$ cat src/rtl/cid_pkg.sv
package cid_pkg;

  localparam logic [31:0] CTYPE_WORD = 32'h8204_8004;
  localparam logic [31:0] LEVEL_WORD = (32'd1 << 27) | (32'd2 << 24) | 32'd3;

  typedef enum logic [2:0] {
    SRC_ZERO,
    SRC_DESC,
    SRC_LEVEL,
    SRC_SEL,
    SRC_CTYPE
  } src_e;

  function automatic logic [31:0] desc_value(input int idx);
    case (idx)
      0:       return 32'hE007_E01A;
      1:       return 32'h2007_E01A;
      2:       return 32'hF000_0000;
      default: return 32'h0000_0000;
    endcase
  endfunction

endpackage

$ cat src/rtl/cid_decode.sv
module cid_decode
  import cid_pkg::*;
#(
  parameter bit NEW_ARCH = 1'b1
) (
  input  logic       write,
  input  logic [2:0] op1,
  input  logic [3:0] crm,
  input  logic [2:0] op2,
  output logic       sel_wr,
  output src_e       src,
  output logic       undef
);
  logic crm_zero;
  assign crm_zero = (crm == 4'd0);

  always_comb begin
    sel_wr = 1'b0;
    src    = SRC_ZERO;
    undef  = 1'b1;
    if (write) begin
      if (NEW_ARCH && op1 == 3'd2 && crm_zero && op2 == 3'd0) begin
        sel_wr = 1'b1;
        undef  = 1'b0;
      end
    end else begin
      case (op1)
        3'd0: if (crm_zero && op2 == 3'd1) begin
          src   = SRC_CTYPE;
          undef = 1'b0;
        end
        3'd1: if (crm_zero) begin
          if (!NEW_ARCH) begin
            undef = 1'b0;
          end else begin
            case (op2)
              3'd0: begin src = SRC_DESC;  undef = 1'b0; end
              3'd1: begin src = SRC_LEVEL; undef = 1'b0; end
              3'd7: begin src = SRC_ZERO;  undef = 1'b0; end
              default: undef = 1'b1;
            endcase
          end
        end
        3'd2: if (crm_zero && op2 == 3'd0) begin
          src   = SRC_SEL;
          undef = 1'b0;
        end
        default: undef = 1'b1;
      endcase
    end
  end
endmodule

$ cat src/rtl/cid_desc_table.sv
module cid_desc_table
  import cid_pkg::*;
#(
  parameter int SEL_W    = 4,
  parameter int NUM_DESC = 3
) (
  input  logic [SEL_W-1:0] sel,
  output logic [31:0]      desc
);
  localparam int DEPTH = 1 << SEL_W;

  logic [31:0] table_q [DEPTH];

  for (genvar i = 0; i < DEPTH; i++) begin : g_entry
    if (i < NUM_DESC) begin : g_impl
      assign table_q[i] = desc_value(i);
    end else begin : g_empty
      assign table_q[i] = 32'd0;
    end
  end

  assign desc = table_q[sel];
endmodule

$ cat src/rtl/cid_sel_reg.sv
module cid_sel_reg #(
  parameter int SEL_W = 4
) (
  input  logic             clk,
  input  logic             rst_n,
  input  logic             wr_en,
  input  logic [SEL_W-1:0] wr_val,
  output logic [SEL_W-1:0] sel_q
);
  always_ff @(posedge clk) begin
    if (!rst_n)     sel_q <= '0;
    else if (wr_en) sel_q <= wr_val;
  end
endmodule

$ cat src/rtl/cid_bank.sv
module cid_bank
  import cid_pkg::*;
#(
  parameter bit NEW_ARCH = 1'b1,
  parameter int SEL_W    = 4,
  parameter int NUM_DESC = 3
) (
  input  logic        clk,
  input  logic        rst_n,
  input  logic        req_valid,
  output logic        req_ready,
  input  logic        req_write,
  input  logic [2:0]  req_op1,
  input  logic [3:0]  req_crm,
  input  logic [2:0]  req_op2,
  input  logic [31:0] req_wdata,
  output logic        rsp_valid,
  output logic [31:0] rsp_rdata,
  output logic        rsp_undef
);
  localparam int PAD_W = 32 - SEL_W;

  logic             dec_sel_wr;
  src_e             dec_src;
  logic             dec_undef;
  logic [SEL_W-1:0] sel_q;
  logic [31:0]      desc_word;
  logic [31:0]      rd_word;

  cid_decode #(.NEW_ARCH(NEW_ARCH)) u_dec (
    .write (req_write),
    .op1   (req_op1),
    .crm   (req_crm),
    .op2   (req_op2),
    .sel_wr(dec_sel_wr),
    .src   (dec_src),
    .undef (dec_undef)
  );

  cid_sel_reg #(.SEL_W(SEL_W)) u_sel (
    .clk   (clk),
    .rst_n (rst_n),
    .wr_en (req_valid && dec_sel_wr),
    .wr_val(req_wdata[SEL_W-1:0]),
    .sel_q (sel_q)
  );

  cid_desc_table #(.SEL_W(SEL_W), .NUM_DESC(NUM_DESC)) u_tab (
    .sel (sel_q),
    .desc(desc_word)
  );

  always_comb begin
    case (dec_src)
      SRC_DESC:  rd_word = desc_word;
      SRC_LEVEL: rd_word = LEVEL_WORD;
      SRC_SEL:   rd_word = {{PAD_W{1'b0}}, sel_q};
      SRC_CTYPE: rd_word = CTYPE_WORD;
      default:   rd_word = 32'd0;
    endcase
  end

  always_ff @(posedge clk) begin
    if (!rst_n) begin
      rsp_valid <= 1'b0;
      rsp_rdata <= 32'd0;
      rsp_undef <= 1'b0;
    end else begin
      rsp_valid <= req_valid;
      rsp_rdata <= (req_valid && !req_write && !dec_undef) ? rd_word : 32'd0;
      rsp_undef <= req_valid && dec_undef;
    end
  end

  assign req_ready = rst_n;
endmodule

$ cat config.mk
export PLATFORM = sky130hd
export DESIGN_NAME = cid_bank
export DESIGN_NICKNAME = d
export VERILOG_FILES = /design/src/rtl/cid_pkg.sv /design/src/rtl/cid_decode.sv /design/src/rtl/cid_desc_table.sv /design/src/rtl/cid_sel_reg.sv /design/src/rtl/cid_bank.sv
export SDC_FILE = /design/constraint.sdc
export NUM_CORES = 1
export LEC_CHECK = 0
export ABC_AREA = 1
export BUFFER_PORTS_ARGS = -buffer_cell sky130_fd_sc_hd__buf_2
export CAP_MARGIN = 10
export CORE_MARGIN = 2
export CORE_UTILIZATION = 39
export DETAILED_ROUTE_END_ITERATION = 7
export PLACE_DENSITY = 0.79
export SLEW_MARGIN = 20
export SYNTH_ARGS = -nofsm -noshare
export SYNTH_HDL_FRONTEND = slang
export SYNTH_SLANG_ARGS = --single-unit
export TNS_END_PERCENT = 1
$ cat constraint.sdc
create_clock -name clk -period 1.8 [get_ports clk]
set_clock_uncertainty 0.05 [all_clocks]
set_input_delay 0.54 -clock clk [delete_from_list [all_inputs] [get_ports clk]]
set_output_delay 0.54 -clock clk [all_outputs]
set_load 0.1 [all_outputs]
# Yosys cells after proc, flatten, opt, wreduce, memory -nomap -nowiden
# Memories as Yosys holds them, arrays and structs flattened.
# Index checks and enable logic that the tools add are counted.
[classes]
n_lt_le_gt_ge = 1
eq_ne = 8
muxes = 18
bitwise_logic = 1
n_reduce_logical = 15
[op_table]
columns = ["operator", "n"]
rows = [
  ["32-bit case mux with 4 select lines", 1],
  ["32-bit 2-to-1 mux", 2],
  ["3-bit by 1-bit equality test with 1-bit output (second input constant)", 3],
  ["3-bit by 2-bit equality test with 1-bit output (second input constant)", 3],
  ["3-bit 2-to-1 mux", 3],
  ["3-bit case mux with 3 select lines", 1],
  ["1-bit logical AND", 8],
  ["1-bit 2-to-1 mux", 8],
  ["3-bit equality test (second input constant)", 2],
  ["3-bit zero test", 2],
  ["5-bit >= comparator (second input constant)", 1],
  ["4-bit inverter with 5-bit output", 1],
  ["4-bit zero test", 1],
  ["2-bit case mux with 2 select lines", 1],
  ["1-bit case mux with 3 select lines", 1],
  ["3-bit OR reduction", 1],
  ["1-bit zero test", 2],
  ["2-bit 2-to-1 mux", 1],
  ["2-bit AND reduction", 1],
]
[word_totals]
ff_bits = 38
mem_bits_ro = 512
in_bits = 46
out_inout_bits = 35
elab_cells = 48
memories = 1
[mem_list]
columns = ["memory", "words", "width", "rd", "rd_clocked_by_memory_dff", "write_ports", "line", "text"]
rows = [
  ["(no name shown)", 16, 32, 1, 0, 0, "cid_desc_table.sv:22", "assign desc = table_q[sel];"],
]

# Logic depth before layout (Yosys ltp)
[logic_depth]
word_depth = 9
mapped_depth = 10
ltp_nobuf = 10

# Cells and area by module
# Synthesis repeated with hierarchy kept, for this count alone.
[hier_totals]
hier_cells = 227
hier_area_um2 = 1682.9
[by_module_without_submodules]
columns = ["module", "n_inst", "cells_per_inst", "area_each_um2", "seq_area_each_um2"]
rows = [
  ["cid_bank", 1, 131, 1089.8, 680.7],
  ["cid_desc_table", 1, 38, 255.2, 0.0],
  ["cid_decode", 1, 33, 171.4, 0.0],
  ["cid_sel_reg", 1, 25, 166.4, 80.1],
]

# Worst setup path before layout
# Ideal clock, no wire load.
[synth_path]
kind = "reg-to-output"
startpoint = "register rsp_rdata[17] (netlist name)"
endpoint = "output port rsp_rdata[13]"
arrival_ps = 1410
slack_ps = -200
stages_incl_launch_ff = 2
path_buffers = 1
cell_sequence = "dfxtp_1 -> buf_4"
[synth_lines]
columns = ["element", "line", "text"]
rows = [
  ["to (decl)", "cid_bank.sv:18", "output logic [31:0] rsp_rdata,"],
]

==> qor.json <==
{
  "areaGrowthSynthToFinish_pct": 14.7,
  "critPathTopFamily": "buffers and inverters",
  "timing.critical_path.arrival_ns": 1.06,
  "post_drt_wl_per_cell_um": 8.42,
  "global_route.usage.total_pct": 12.3,
  "dieWidth_um": 56.2,
  "rows": 18,
  "post-route-drc-count": 0,
  "largest_net_degree_at_the_start_of_global_routing": 10,
  "yosysUniqueCellTypes": 21,
  "postCtsHoldBufs": 0,
  "clock_tree.buffer_depth": 2,
  "crit_path_top_delay_cell": "buf_2",
  "dieHeight_um": 56.2,
  "design.die.area_sq_mm": 0.00316,
  "starting_density_pct": 42.1,
  "number_of_buffers_added_by_the_clock_tree_synthesis_step": 3,
  "crit_path_end_kind": "output port",
  "critical_path_peak_fanout": 5,
  "gp_congestion": 0.844,
  "power.ir.vdd_worst_mv": 0.355,
  "stdcell_area_sq_mm": 0.00122,
  "design.final.nets": 228,
  "clock_tree.htree_level_count": 1,
  "worstSkewPairLatency_ns": 0.29,
  "ys_warn_count": 0,
  "crit_required_ns": 1.21,
  "outcome": "finished, final reports clean",
  "dpl.hpwl_mm": 1.54,
  "layout-drive-gt1-share_pct": 35.0,
  "n_antenna_cell": 0,
  "drt.antenna.violating_nets": 0,
  "drt-pass1-iter-count": 4,
  "finalMaxSlewViolations": 0,
  "cp_cell_sequence": "buf_2",
  "hp_class": "reg2reg",
  "antenna_violations_before_repair": 0,
  "portBuffers": 37,
  "max_freq_mhz": 606,
  "critical_path_buf_inv_count": 1,
  "ys_seq_area_share_pct": 33.9,
  "routed_wl_mm": 1.77,
  "post-route-period-util_pct": 91.7,
  "leakage_component_of_the_power_nw": 0.659,
  "via_count": 870,
  "post-cts-setup-buffer-count": 0,
  "startpoint_type_of_the_worst_setup_path": "flop",
  "timing.critical_path.slowest_cell_delay_ns": 0.42,
  "maxCapViolCount": 0,
  "hold_violations": 0,
  "p_per_cell_area_mw_per_mm2": 677,
  "core_region_area_sq_mm": 0.00252,
  "mappedNetlistArea_sq_mm": 0.00106,
  "placedInstanceArea_sq_mm": 0.00120,
  "postSynthCellCount": 147,
  "tritoncts": "built",
  "clk_transition_reported_paths_ns": 0.09,
  "clk_root_buffer_cell": "clkbuf_4",
  "overflow": 0,
  "post_cts_repair_resize_count": 0,
  "boundaryPins": 81,
  "initialDrtViolationCount": 11,
  "setup_repair_after_global_routing_missed_its_margin": "false",
  "cts_num_sinks": 18,
  "min_period_ns": 1.65,
  "setup_viol_count_final": 0,
  "wire_length_of_the_first_global_routing_pass_mm": 3.13,
  "vias_per_cell": 4.14,
  "post_synth.cell_area_avg_sq_um": 7.23,
  "ys_seq_elements": 18,
  "timing.reg2reg.setup_slack_ns": 0.74,
  "fin_tns_setup_ns": 0,
  "grt_pass1_vias": 788,
  "setup.worst_path.class": "reg2out"
}
==> flip-flops by register name, summed over array words and instances (netlist names) <==
name and count:
rsp_rdata 12, rsp_undef 1, rsp_valid 1, u_sel.sel_q 4
==> power breakdown <==
part | leakage (nW) | total [mW] | switching, mW | internal [mW]
Combinational | 0.500 | 0.236 | 0.204 | 0.0318
Sequential | 0.146 | 0.401 | 0.000403 | 0.400
Clock | 0.0138 | 0.188 | 0.111 | 0.0778
Total | 0.659 | 0.825 | 0.315 | 0.510
==> synthesized netlist by cell type <==
master,instances,area share (%)
nand3_1,5,2.4
nand3_2,5,4.7
nor3_2,1,0.94
nor3_1,3,1.4
nor2_2,5,2.9
nand2_2,4,2.4
a21oi_1,7,3.3
dfxtp_1,18,34
o21ai_1,2,0.94
inv_2,1,0.35
nand4_1,1,0.59
nand2_4,2,2.1
conb_1,1,0.35
a21oi_2,1,0.82
nand3_4,1,1.6
inv_1,22,7.8
o21ai_0,5,2.4
nand2_1,19,6.7
buf_4,21,15
nor2_1,21,7.4
nor2_4,2,2.1
==> cell families after synthesis <==
logic type	Yosys count	synth area share [%]
other	1	0.353
buffers and inverters	44	23.0
AO/OA/AOI/OAI	15	7.42
flip-flops	18	33.9
AND/OR/NAND/NOR	69	35.3
==> layer usage <==
layer / wire length, um / track usage (%)
met1: 729 / 13.6
met2: 843 / 21.5
met3: 140 / 1.86
met4: 55 / 8.16
met5: 0 / 0
==> final cells by class <==
class	instances	area, sq um
Multi-Input combinational cell	99	510
Fill cell	280	1300
Inverter	23	86.3
Timing Repair Buffer	37	200
Tap cell	30	37.5
Sequential cell	18	362
Clock buffer	3	22.5
==> layout by cell type, fill, tap and decap left out, drive strengths merged <==
cell type / synthesis / final
nand4: 1 / 1
o21ai: 7 / 7
a21oi: 8 / 8
inv: 23 / 23
nor3: 4 / 4
nand3: 11 / 11
buf: 21 / 37
clkbuf: 0 / 3
dfxtp: 18 / 18
conb: 1 / 15
nand2: 25 / 25
nor2: 28 / 28
==> through the flow <==
stage	power (mW)	utilization (%)	setup slack (ns)	hold WS (ns)	std cells
4_1_cts	0.829	48.3	0.138	0.423	210
3_3_place_gp	0.644	47.4	0.0869	0.407	207
2_1_floorplan	0.636	-	-0.146	0.386	161
3_5_place_dp	0.645	47.4	0.0730	0.408	207
6_report	0.825	48.3	0.149	0.420	210
5_1_grt	0.866	48.3	0.108	0.458	210
==> worst paths after layout <==
path,start,end,cells past startpoint
worst min-delay path,u_sel.sel_q[0]$_SDFFE_PN0P_,u_sel.sel_q[0]$_SDFFE_PN0P_,2
worst max register to register,u_sel.sel_q[3]$_SDFFE_PN0P_,rsp_rdata[3]$_SDFF_PN0_,5
worst max-delay path,rsp_rdata[17]$_SDFF_PN0_,rsp_rdata[16],1
worst min register to register,u_sel.sel_q[0]$_SDFFE_PN0P_,u_sel.sel_q[0]$_SDFFE_PN0P_,2
Power figures use the tool's default switching activity.
